## src/rtl/pkpu_pkg.sv

```systemverilog
package pkpu_pkg;

    localparam int OP_W = 4;

    typedef enum logic [OP_W-1:0] {
        OP_PK_DW   = 4'd0,
        OP_PK_WB_S = 4'd1,
        OP_PK_WB_U = 4'd2,
        OP_UP_LO_B = 4'd4,
        OP_UP_LO_W = 4'd5,
        OP_UP_LO_D = 4'd6,
        OP_UP_HI_B = 4'd8,
        OP_UP_HI_W = 4'd9,
        OP_UP_HI_D = 4'd10
    } op_e;

    typedef enum logic [1:0] {
        FAM_NONE,
        FAM_PACK,
        FAM_UNPK
    } fam_e;

    typedef struct packed {
        fam_e       fam;
        logic       hi;
        logic [1:0] sel;
    } dec_t;

    function automatic dec_t decode(input logic [OP_W-1:0] op);
        dec_t d;
        d.hi  = op[3];
        d.sel = op[1:0];
        if (op[1:0] == 2'd3)
            d.fam = FAM_NONE;
        else if (op[3:2] == 2'b00)
            d.fam = FAM_PACK;
        else if (op[3:2] == 2'b01 || op[3:2] == 2'b10)
            d.fam = FAM_UNPK;
        else
            d.fam = FAM_NONE;
        return d;
    endfunction

    function automatic logic [15:0] sat_s16(input logic [31:0] v);
        if ($signed(v) > 32'sd32767)
            return 16'h7fff;
        else if ($signed(v) < -32'sd32768)
            return 16'h8000;
        else
            return v[15:0];
    endfunction

    function automatic logic [7:0] sat_s8(input logic [15:0] v);
        if ($signed(v) > 16'sd127)
            return 8'h7f;
        else if ($signed(v) < -16'sd128)
            return 8'h80;
        else
            return v[7:0];
    endfunction

    function automatic logic [7:0] sat_u8(input logic [15:0] v);
        if (v[15])
            return 8'h00;
        else if ($signed(v) > 16'sd255)
            return 8'hff;
        else
            return v[7:0];
    endfunction

endpackage

```

## src/rtl/pkpu_pack.sv

```systemverilog
module pkpu_pack
    import pkpu_pkg::*;
#(
    parameter int DATA_W = 64
) (
    input  logic [1:0]        sel,
    input  logic [DATA_W-1:0] a,
    input  logic [DATA_W-1:0] b,
    output logic [DATA_W-1:0] y
);
    localparam int HALF = DATA_W / 2;
    localparam int N_DW = DATA_W / 32;
    localparam int N_WD = DATA_W / 16;

    logic [DATA_W-1:0] y_dw;
    logic [DATA_W-1:0] y_ws;
    logic [DATA_W-1:0] y_wu;

    for (genvar i = 0; i < N_DW; i++) begin : g_dw
        assign y_dw[16*i +: 16]        = sat_s16(a[32*i +: 32]);
        assign y_dw[HALF + 16*i +: 16] = sat_s16(b[32*i +: 32]);
    end

    for (genvar i = 0; i < N_WD; i++) begin : g_wd
        assign y_ws[8*i +: 8]        = sat_s8(a[16*i +: 16]);
        assign y_ws[HALF + 8*i +: 8] = sat_s8(b[16*i +: 16]);
        assign y_wu[8*i +: 8]        = sat_u8(a[16*i +: 16]);
        assign y_wu[HALF + 8*i +: 8] = sat_u8(b[16*i +: 16]);
    end

    always_comb begin
        case (sel)
            2'd0:    y = y_dw;
            2'd1:    y = y_ws;
            2'd2:    y = y_wu;
            default: y = '0;
        endcase
    end

endmodule

```

## src/rtl/pkpu_unpack.sv

```systemverilog
module pkpu_unpack
    import pkpu_pkg::*;
#(
    parameter int DATA_W = 64
) (
    input  logic              hi,
    input  logic [1:0]        sel,
    input  logic [DATA_W-1:0] a,
    input  logic [DATA_W-1:0] b,
    output logic [DATA_W-1:0] y
);
    localparam int HALF  = DATA_W / 2;
    localparam int N_GRN = 3;

    logic [HALF-1:0]               src_a;
    logic [HALF-1:0]               src_b;
    logic [N_GRN-1:0][DATA_W-1:0]  y_g;

    assign src_a = hi ? a[DATA_W-1:HALF] : a[HALF-1:0];
    assign src_b = hi ? b[DATA_W-1:HALF] : b[HALF-1:0];

    for (genvar g = 0; g < N_GRN; g++) begin : g_grn
        localparam int EW = 8 << g;
        localparam int NE = HALF / EW;
        for (genvar k = 0; k < NE; k++) begin : g_el
            assign y_g[g][(2*k)*EW +: EW]   = src_a[k*EW +: EW];
            assign y_g[g][(2*k+1)*EW +: EW] = src_b[k*EW +: EW];
        end
    end

    always_comb begin
        if (sel < 2'd3)
            y = y_g[sel];
        else
            y = '0;
    end

endmodule

```

## src/rtl/pkpu_top.sv

```systemverilog
module pkpu_top
    import pkpu_pkg::*;
#(
    parameter int DATA_W = 64
) (
    input  logic              clk,
    input  logic              rst,
    input  logic              in_valid,
    input  logic [3:0]        in_op,
    input  logic [DATA_W-1:0] in_a,
    input  logic [DATA_W-1:0] in_b,
    output logic              out_valid,
    output logic [DATA_W-1:0] out_result
);
    localparam int HALF = DATA_W / 2;

    dec_t              dec;
    logic [DATA_W-1:0] pack_y;
    logic [DATA_W-1:0] unpk_y;
    logic [DATA_W-1:0] next_y;
    logic              vld_q;
    logic [DATA_W-1:0] res_q;

    assign dec = decode(in_op);

    pkpu_pack #(.DATA_W(DATA_W)) u_pack (
        .sel (dec.sel),
        .a   (in_a),
        .b   (in_b),
        .y   (pack_y)
    );

    pkpu_unpack #(.DATA_W(DATA_W)) u_unpk (
        .hi  (dec.hi),
        .sel (dec.sel),
        .a   (in_a),
        .b   (in_b),
        .y   (unpk_y)
    );

    always_comb begin
        case (dec.fam)
            FAM_PACK: next_y = pack_y;
            FAM_UNPK: next_y = unpk_y;
            default:  next_y = '0;
        endcase
    end

    always_ff @(posedge clk) begin
        if (rst) begin
            vld_q <= 1'b0;
            res_q <= '0;
        end else begin
            vld_q <= in_valid;
            if (in_valid)
                res_q <= next_y;
        end
    end

    assign out_valid  = vld_q;
    assign out_result = res_q;


    reset_clear_chk: assert property (@(posedge clk)
        rst |=> (!out_valid && out_result == '0));


    valid_follow_chk: assert property (@(posedge clk) disable iff (rst)
        in_valid |=> out_valid);


    idle_follow_chk: assert property (@(posedge clk) disable iff (rst)
        !in_valid |=> !out_valid);


    hold_result_chk: assert property (@(posedge clk) disable iff (rst)
        !in_valid |=> $stable(out_result));


    neg_clamp_chk: assert property (@(posedge clk) disable iff (rst)
        (in_valid && in_op == OP_PK_WB_U && in_a[15]) |=> (out_result[7:0] == 8'h00));


    hi_dword_chk: assert property (@(posedge clk) disable iff (rst)
        (in_valid && in_op == OP_UP_HI_D) |=>
            (out_result[HALF-1:0] == $past(in_a[DATA_W-1:HALF])
             && out_result[DATA_W-1:HALF] == $past(in_b[DATA_W-1:HALF])));


    reserved_zero_chk: assert property (@(posedge clk) disable iff (rst)
        (in_valid && in_op[1:0] == 2'd3) |=> (out_result == '0));

endmodule

```

## config.mk

```make
export PLATFORM = sky130hd
export DESIGN_NAME = pkpu_top
export DESIGN_NICKNAME = d
export VERILOG_FILES = /design/src/rtl/pkpu_pkg.sv /design/src/rtl/pkpu_pack.sv /design/src/rtl/pkpu_unpack.sv /design/src/rtl/pkpu_top.sv
export SDC_FILE = /design/constraint.sdc
export NUM_CORES = 1
export LEC_CHECK = 0
export BUFFER_PORTS_ARGS = -buffer_cell sky130_fd_sc_hd__buf_2
export CORE_MARGIN = 1
export CORE_UTILIZATION = 38
export DETAILED_ROUTE_END_ITERATION = 8
export HOLD_SLACK_MARGIN = 0.06
export PLACE_DENSITY_LB_ADDON = 0.1
export SYNTH_ARGS = -nofsm -noshare
export SYNTH_HDL_FRONTEND = slang
export SYNTH_HIERARCHICAL = 1
export SYNTH_SLANG_ARGS = --single-unit
```

## constraint.sdc

```tcl
create_clock -name clk -period 4.1 [get_ports clk]
set_input_delay 0.615 -clock clk [delete_from_list [all_inputs] [get_ports clk]]
set_output_delay 0.615 -clock clk [all_outputs]
set_load 0.01 [all_outputs]
```

==> flow_metrics.env, run 1 <==
export IMPL_antenna_cells=0
export IMPL_area_growth_pct=20.8
export IMPL_synth_cell_types=55
export IMPL_fin_ws_ns=1.21
export IMPL_holdPathEnd="out_result[44]"
export IMPL_die_x_um=127
export IMPL_avgSynthCellArea_sq_um=8.20
export IMPL_fillCellCount=1586
export IMPL_maxSlewViolCount=0
export IMPL_cap_violations=0
export IMPL_start_util_pct=39.0
export IMPL_ys_top_cells_by_count="a22oi_1 (79), nor2_1 (67), dfxtp_1 (65)"
export IMPL_antenna_left=0
export IMPL_syn_area_sq_um=5930
export IMPL_via_per_inst=6.40
export IMPL_synthCells=723
export IMPL_end_kind="flop"
export IMPL_grt_pass1_wl_um=37300
export IMPL_leakagePower_nw=2.96
export IMPL_post_route_period_util_pct=70.4
export IMPL_drc=0
export IMPL_ys_seq_area_share_pct=22.0
export IMPL_grtUsageTotal_pct=30.7
export IMPL_timing_rr_start="out_result[50]"
export IMPL_status="finished, final reports clean"
export IMPL_clockBufferDepth=2
export IMPL_ctsHoldBuffers=0
export IMPL_yosysTopAreaCell="dfxtp_1"
export IMPL_io_pins=200
export IMPL_hold_start="out_result[44]"
export IMPL_cts_clk_slew_worst_paths_ns=0.06
export IMPL_drive_above_1_share_pct=31.5
export IMPL_skew_ns=0
export IMPL_grt_start_max_net_pins=65
export IMPL_insertion_delay_ns=0.33
export IMPL_place_hpwl_um=19400
export IMPL_cp_data_required_time_ns=4.37
export IMPL_r2r_end="out_result[50]"
export IMPL_start_kind="input port"
export IMPL_fmax_ghz=0.347
export IMPL_rrSetupSlack_ns=3.51
export IMPL_synth_edf_count=0
export IMPL_syn_nets=861
export IMPL_clock_sinks=65
export IMPL_synth_top_cell_area_share_pct=22.0
export IMPL_first_global_vias=6410
export IMPL_gp_congestion=0.986
export IMPL_rsz0062_at_grt="false"
export IMPL_async_reset_ff_share_pct=0
export IMPL_ctsRootBufferMaster="clkbuf_16"
export IMPL_p_per_area_nw_per_um2=301
export IMPL_cts_buffers=9
export IMPL_crit_fanout=40
export IMPL_core_sq_um=15200
export IMPL_dieArea_sq_um=16100
export IMPL_maxSlewHeadroom_pct=21.8
export IMPL_tns_ns=0
export IMPL_ir_drop_mv=0.179
export IMPL_antenna_found_initial=0
export IMPL_drt_iter0_markers=620
export IMPL_std_cell_rows=45
export IMPL_finalHoldViolCount=0
export IMPL_wl_per_cell_um=23.7
export IMPL_via_count=6873
export IMPL_drt_pass1_iterations=6
export IMPL_postCtsSetupBuffers=0
export IMPL_htree_levels=3
export IMPL_grt_overflow_total=0
export IMPL_critical_path_class="input port to flop"
export IMPL_hold_class="flop to flop"
export IMPL_final_nets=1019
export IMPL_drt_wl_total_um=25500
export IMPL_die_h_um=127
export IMPL_synth_most_common_cell="a22oi_1"
export IMPL_worst_pin_slew_ns=1.17
export IMPL_cp_arrival_ns=3.15
export IMPL_hold_path_depth=1
export IMPL_ys_warn_count=6
export IMPL_port_buffers=199
export IMPL_finalSetupViolCount=0
export IMPL_ys_flop_type="dfxtp_1"
export IMPL_ys_seq_elements=65
export IMPL_layout_min_cycle_time_ns=2.89
export IMPL_pre_cts_slack_ns=0.929
export IMPL_synth_top_cells_by_area="dfxtp_1 (22%), a22oi_1 (10%), o2bb2ai_1 (8.3%)"
export IMPL_cts_resized=0
export IMPL_tritoncts="done"
export IMPL_r2r_cells=1
## worst max path at each step
stage / cells past startpoint / endpoint / start / slack, ns
5_1_grt: 8 / out_result[1] / in_op[1] / 0.98
6_report: 8 / out_result[1] / in_op[1] / 1.21
4_1_cts: 8 / out_result[1] / in_op[1] / 1.29
3_3_place_gp: 8 / out_result[5] / in_op[1] / 1.02
2_1_floorplan: 9 / out_result[0] / in_a[31] / 1.63
3_5_place_dp: 8 / out_result[1] / in_op[1] / 0.93
## cells in the final DEF (no fill, tap or decap), types with 16 or more instances in the layout
| master | synthesis | layout |
|---|---|---|
| a22oi_1 | 79 | 79 |
| mux2i_1 | 40 | 40 |
| a21oi_1 | 30 | 30 |
| buf_2 | 16 | 198 |
| nand4_1 | 24 | 24 |
| nor2_1 | 67 | 66 |
| nand2_1 | 40 | 40 |
| dfxtp_1 | 65 | 65 |
| o2bb2ai_1 | 56 | 56 |
| o21ai_0 | 29 | 29 |
| or2_1 | 16 | 16 |
## worst max-delay path, stage by stage
cell	delay [ns]
buf_2	0.26
buf_4	0.33
nand2b_1	0.36
and2_1	0.26
o32ai_1	0.81
o31a_1	0.23
a22oi_1	0.08
o2bb2ai_2	0.20
## registers in the layout, summed over array words and instances (netlist names)
| name | cells |
|---|---|
| out_valid | 1 |
| out_result | 64 |
## cell families after synthesis
group | count (synthesis) | share of synthesized area (%)
fa+ha+maj | 3 | 0.633
mux | 64 | 11.8
compound gates | 308 | 40.2
simple gates | 203 | 17.2
flops | 65 | 22.0
buf+inv | 80 | 8.25
## cell type report
type / count / area, sq um / area share, %
Multi-Input combinational cell: 578 / 4150 / 58.0
Sequential cell: 65 / 1300 / 18.2
Timing Repair Buffer: 212 / 1100 / 15.3
Tap cell: 188 / 235 / 3.29
Clock buffer: 10 / 229 / 3.20
Clock inverter: 6 / 92.6 / 1.29
Inverter: 15 / 56.3 / 0.786
## metrics by stage
stage          std cells  hold WS, ns  utilization, %  cell area, sq um  power [mW]
3_5_place_dp        1058        0.441            45.0              6840        1.31
4_1_cts             1074        0.460            47.1              7160        2.16
2_1_floorplan        723        0.489               -              5930        1.07
6_report            1074        0.456            47.1              7160        2.15
3_3_place_gp        1058        0.439            45.0              6840        1.31
5_1_grt             1074        0.467            47.1              7160        2.24
## layer usage
layer  track usage, %  vias to the layer above  share of wire [%]
li1                 -                     3158                  -
met1             41.4                     3254                 43
met2             47.5                      412                 44
met3             6.24                       49                9.0
met4             12.5                        0                3.6
met5                0                        -                  0
## report_power, final
part	total, mW	internal, mW	switching, mW
registers	0.659	0.649	0.00929
logic	0.653	0.246	0.407
clock network	0.840	0.534	0.306
total	2.15	1.43	0.722
No activity file was read; power rests on OpenSTA's default activity.
==> run 2, diff against run 1 <==
--- a/config.mk
+++ b/config.mk
@@ -5,6 +5,7 @@
 export SDC_FILE = /design/constraint.sdc
 export NUM_CORES = 1
 export LEC_CHECK = 0
+export ABC_AREA = 1
 export BUFFER_PORTS_ARGS = -buffer_cell sky130_fd_sc_hd__buf_2
 export CORE_MARGIN = 1
 export CORE_UTILIZATION = 38
==> constraint.sdc (replaced) <==
create_clock -name clk -period 2.4 [get_ports clk]
set_input_delay 0.36 -clock clk [delete_from_list [all_inputs] [get_ports clk]]
set_output_delay 0.36 -clock clk [all_outputs]
set_load 0.01 [all_outputs]
==> run 2 against run 1 <==
Effect of this change: sequential share of layout area fell by 4.7 points; clock skew did not move; critical path depth rose by 3; sequential power rose by 70%; non-clock buffer count rose by 15; routed wire length rose by 39%; final cell count rose by 96%; critical endpoint is now out_result[49]; design area rose by 35%.
==> flow_metrics.env, run 2 <==
export IMPL_maxSlewHeadroom_pct=63.4
export IMPL_ys_seq_elements=65
export IMPL_drt_wl_total_um=35400
export IMPL_insertion_delay_ns=0.34
export IMPL_critical_path_class="input port to flop"
export IMPL_synth_top_cell_area_share_pct=44.9
export IMPL_ctsHoldBuffers=0
export IMPL_cp_data_required_time_ns=2.68
export IMPL_synth_top_cells_by_area="nand2_1 (45%), dfxtp_1 (16%), a21oi_1 (9.5%)"
export IMPL_avgSynthCellArea_sq_um=4.96
export IMPL_grt_overflow_total=0
export IMPL_grt_pass1_wl_um=54300
export IMPL_drt_iter0_markers=1241
export IMPL_synth_cell_types=28
export IMPL_ys_top_cells_by_count="nand2_1 (987), a21oi_1 (156), nor2_1 (121)"
export IMPL_cap_violations=0
export IMPL_finalHoldWorstSlack_ns=0.460
export IMPL_cts_buffers=9
export IMPL_place_hpwl_um=26900
export IMPL_gp_congestion=0.939
export IMPL_io_pins=200
export IMPL_ctsRootBufferMaster="clkbuf_16"
export IMPL_syn_nets=1802
export IMPL_async_reset_ff_share_pct=0
export IMPL_maxSlewViolCount=0
export IMPL_via_per_inst=5.19
export IMPL_antenna_found_initial=2
export IMPL_final_cell_area_sq_um=9670
export IMPL_ys_warn_count=6
export IMPL_largest_register_ffs=64
export IMPL_p_total_mw=4.07
export IMPL_worst_pin_slew_ns=0.549
export IMPL_die_h_um=149
export IMPL_cts_clk_slew_worst_paths_ns=0.06
export IMPL_postCtsSetupBuffers=0
export IMPL_clock_sinks=65
export IMPL_leakagePower_nw=5.39
export IMPL_htree_levels=3
export IMPL_hold_class="flop to flop"
export IMPL_die_x_um=149
export IMPL_via_count=10900
export IMPL_final_common_cell="nand2_1"
export IMPL_rsz0062_at_grt="false"
export IMPL_rrSetupSlack_ns=1.77
export IMPL_std_cell_rows=53
export IMPL_finish_utilization_pct=45.7
export IMPL_synth_most_common_cell="nand2_1"
export IMPL_grtUsageTotal_pct=31.6
export IMPL_ir_drop_mv=0.385
export IMPL_grt_start_max_net_pins=66
export IMPL_final_cell_mix="nand2_1 (987), buf_2 (199), a21oi_1 (156)"
export IMPL_tns_ns=0
export IMPL_drt_pass1_iterations=5
export IMPL_port_buffers=199
export IMPL_finalHoldViolCount=0
export IMPL_synthCells=1664
export IMPL_antenna_left=0
export IMPL_end_kind="flop"
export IMPL_skew_ns=0
export IMPL_core_sq_um=21200
export IMPL_placed_area_sq_um=9350
export IMPL_drc=0
export IMPL_tritoncts="done"
export IMPL_synth_edf_count=0
export IMPL_syn_area_sq_um=8250
export IMPL_wl_per_cell_um=16.8
export IMPL_start_util_pct=39.0
export IMPL_crit_fanout=17
export IMPL_drive_above_1_share_pct=17.4
export IMPL_first_global_vias=9625
export IMPL_finalSetupViolCount=0
export IMPL_final_nets=1963
export IMPL_ys_seq_area_share_pct=15.8
export IMPL_fmax_ghz=0.573
export IMPL_yosysTopAreaCell="nand2_1"
export IMPL_dieArea_sq_um=22300
export IMPL_post_route_period_util_pct=72.7
export IMPL_ys_flop_type="dfxtp_1"
export IMPL_cp_arrival_ns=2.03
export IMPL_layout_min_cycle_time_ns=1.74
export IMPL_start_kind="input port"
export IMPL_clockBufferDepth=2
export IMPL_area_growth_pct=17.3
export IMPL_p_per_area_nw_per_um2=421
export IMPL_cts_resized=0
export IMPL_status="finished, final reports clean"
-- run 2: cell count changes after synthesis, sizes merged, moves of 18 or more --
cell and change:
nand2 +952, a21oi +168, inv +85, a22oi -80
nor2 +69, o2bb2ai -66, nand3 +43, mux2i -40
buf +26, mux2 -24, o21ai -21, or2 -18
-- run 2: final timing paths --
| check | start | to | cells past startpoint |
|---|---|---|---|
| hold / removal | out_result[14] | out_result[14] | 2 |
| setup reg to reg | out_result[23] | out_result[23] | 2 |
| hold reg to reg | out_result[14] | out_result[14] | 2 |
| setup / recovery | in_op[1] | out_result[49] | 11 |
-- run 2: cell families after synthesis --
family | count (synthesis) | synth area share [%]
buffers and inverters | 177 | 11.0
AO/OA/AOI/OAI | 225 | 15.9
adder cells (fa/ha/maj) | 3 | 0.455
AND/OR/NAND/NOR | 1194 | 56.9
flip-flops | 65 | 15.8
-- run 2: worst max-delay path, stage by stage --
cell and delay [ns]:
buf_2 0.15, buf_4 0.19, nand2_2 0.29, inv_2 0.08, nor2_4 0.35, nand2_1 0.18, nand2_1 0.10, nand2_1 0.05
nand2_1 0.09, nand2_1 0.07, a21oi_2 0.11
-- run 2: per-layer routing --
layer / wire, um / part of all wire [%] / track usage [%] / vias up
met3: 2890 / 8.2 / 4.89 / 56
met2: 15800 / 45 / 49.3 / 477
met4: 873 / 2.5 / 11.0 / 2
met1: 15900 / 45 / 43.6 / 4926
li1: - / - / - / 5466
met5: 16 / 0.045 / 0 / -
-- run 2: report_power, final --
part           internal, mW  leakage, nW  switching [mW]  total, mW
sequential             1.11        0.525          0.0139       1.12
clock                 0.938        0.159           0.555       1.49
combinational         0.447         4.71            1.01       1.46
total                  2.49         5.39            1.58       4.07
-- run 2: through the flow --
step / worst slack [ns] / instances
2_1_floorplan: 0.730 / 1664
3_3_place_gp: 0.344 / 2089
3_5_place_dp: 0.343 / 2089
4_1_cts: 0.709 / 2105
5_1_grt: 0.504 / 2105
6_report: 0.655 / 2106
-- run 2: cell type report --
| class | count | area [sq um] |
|---|---|---|
| fillers | 2481 | 11500 |
| flip-flops and latches | 65 | 1300 |
| clock buffers | 11 | 243 |
| clock inverters | 5 | 78.8 |
| repair buffers | 227 | 1280 |
| multi-input cells | 1422 | 6050 |
| inverters | 100 | 375 |
| diodes | 1 | 2.50 |
| well taps | 275 | 344 |
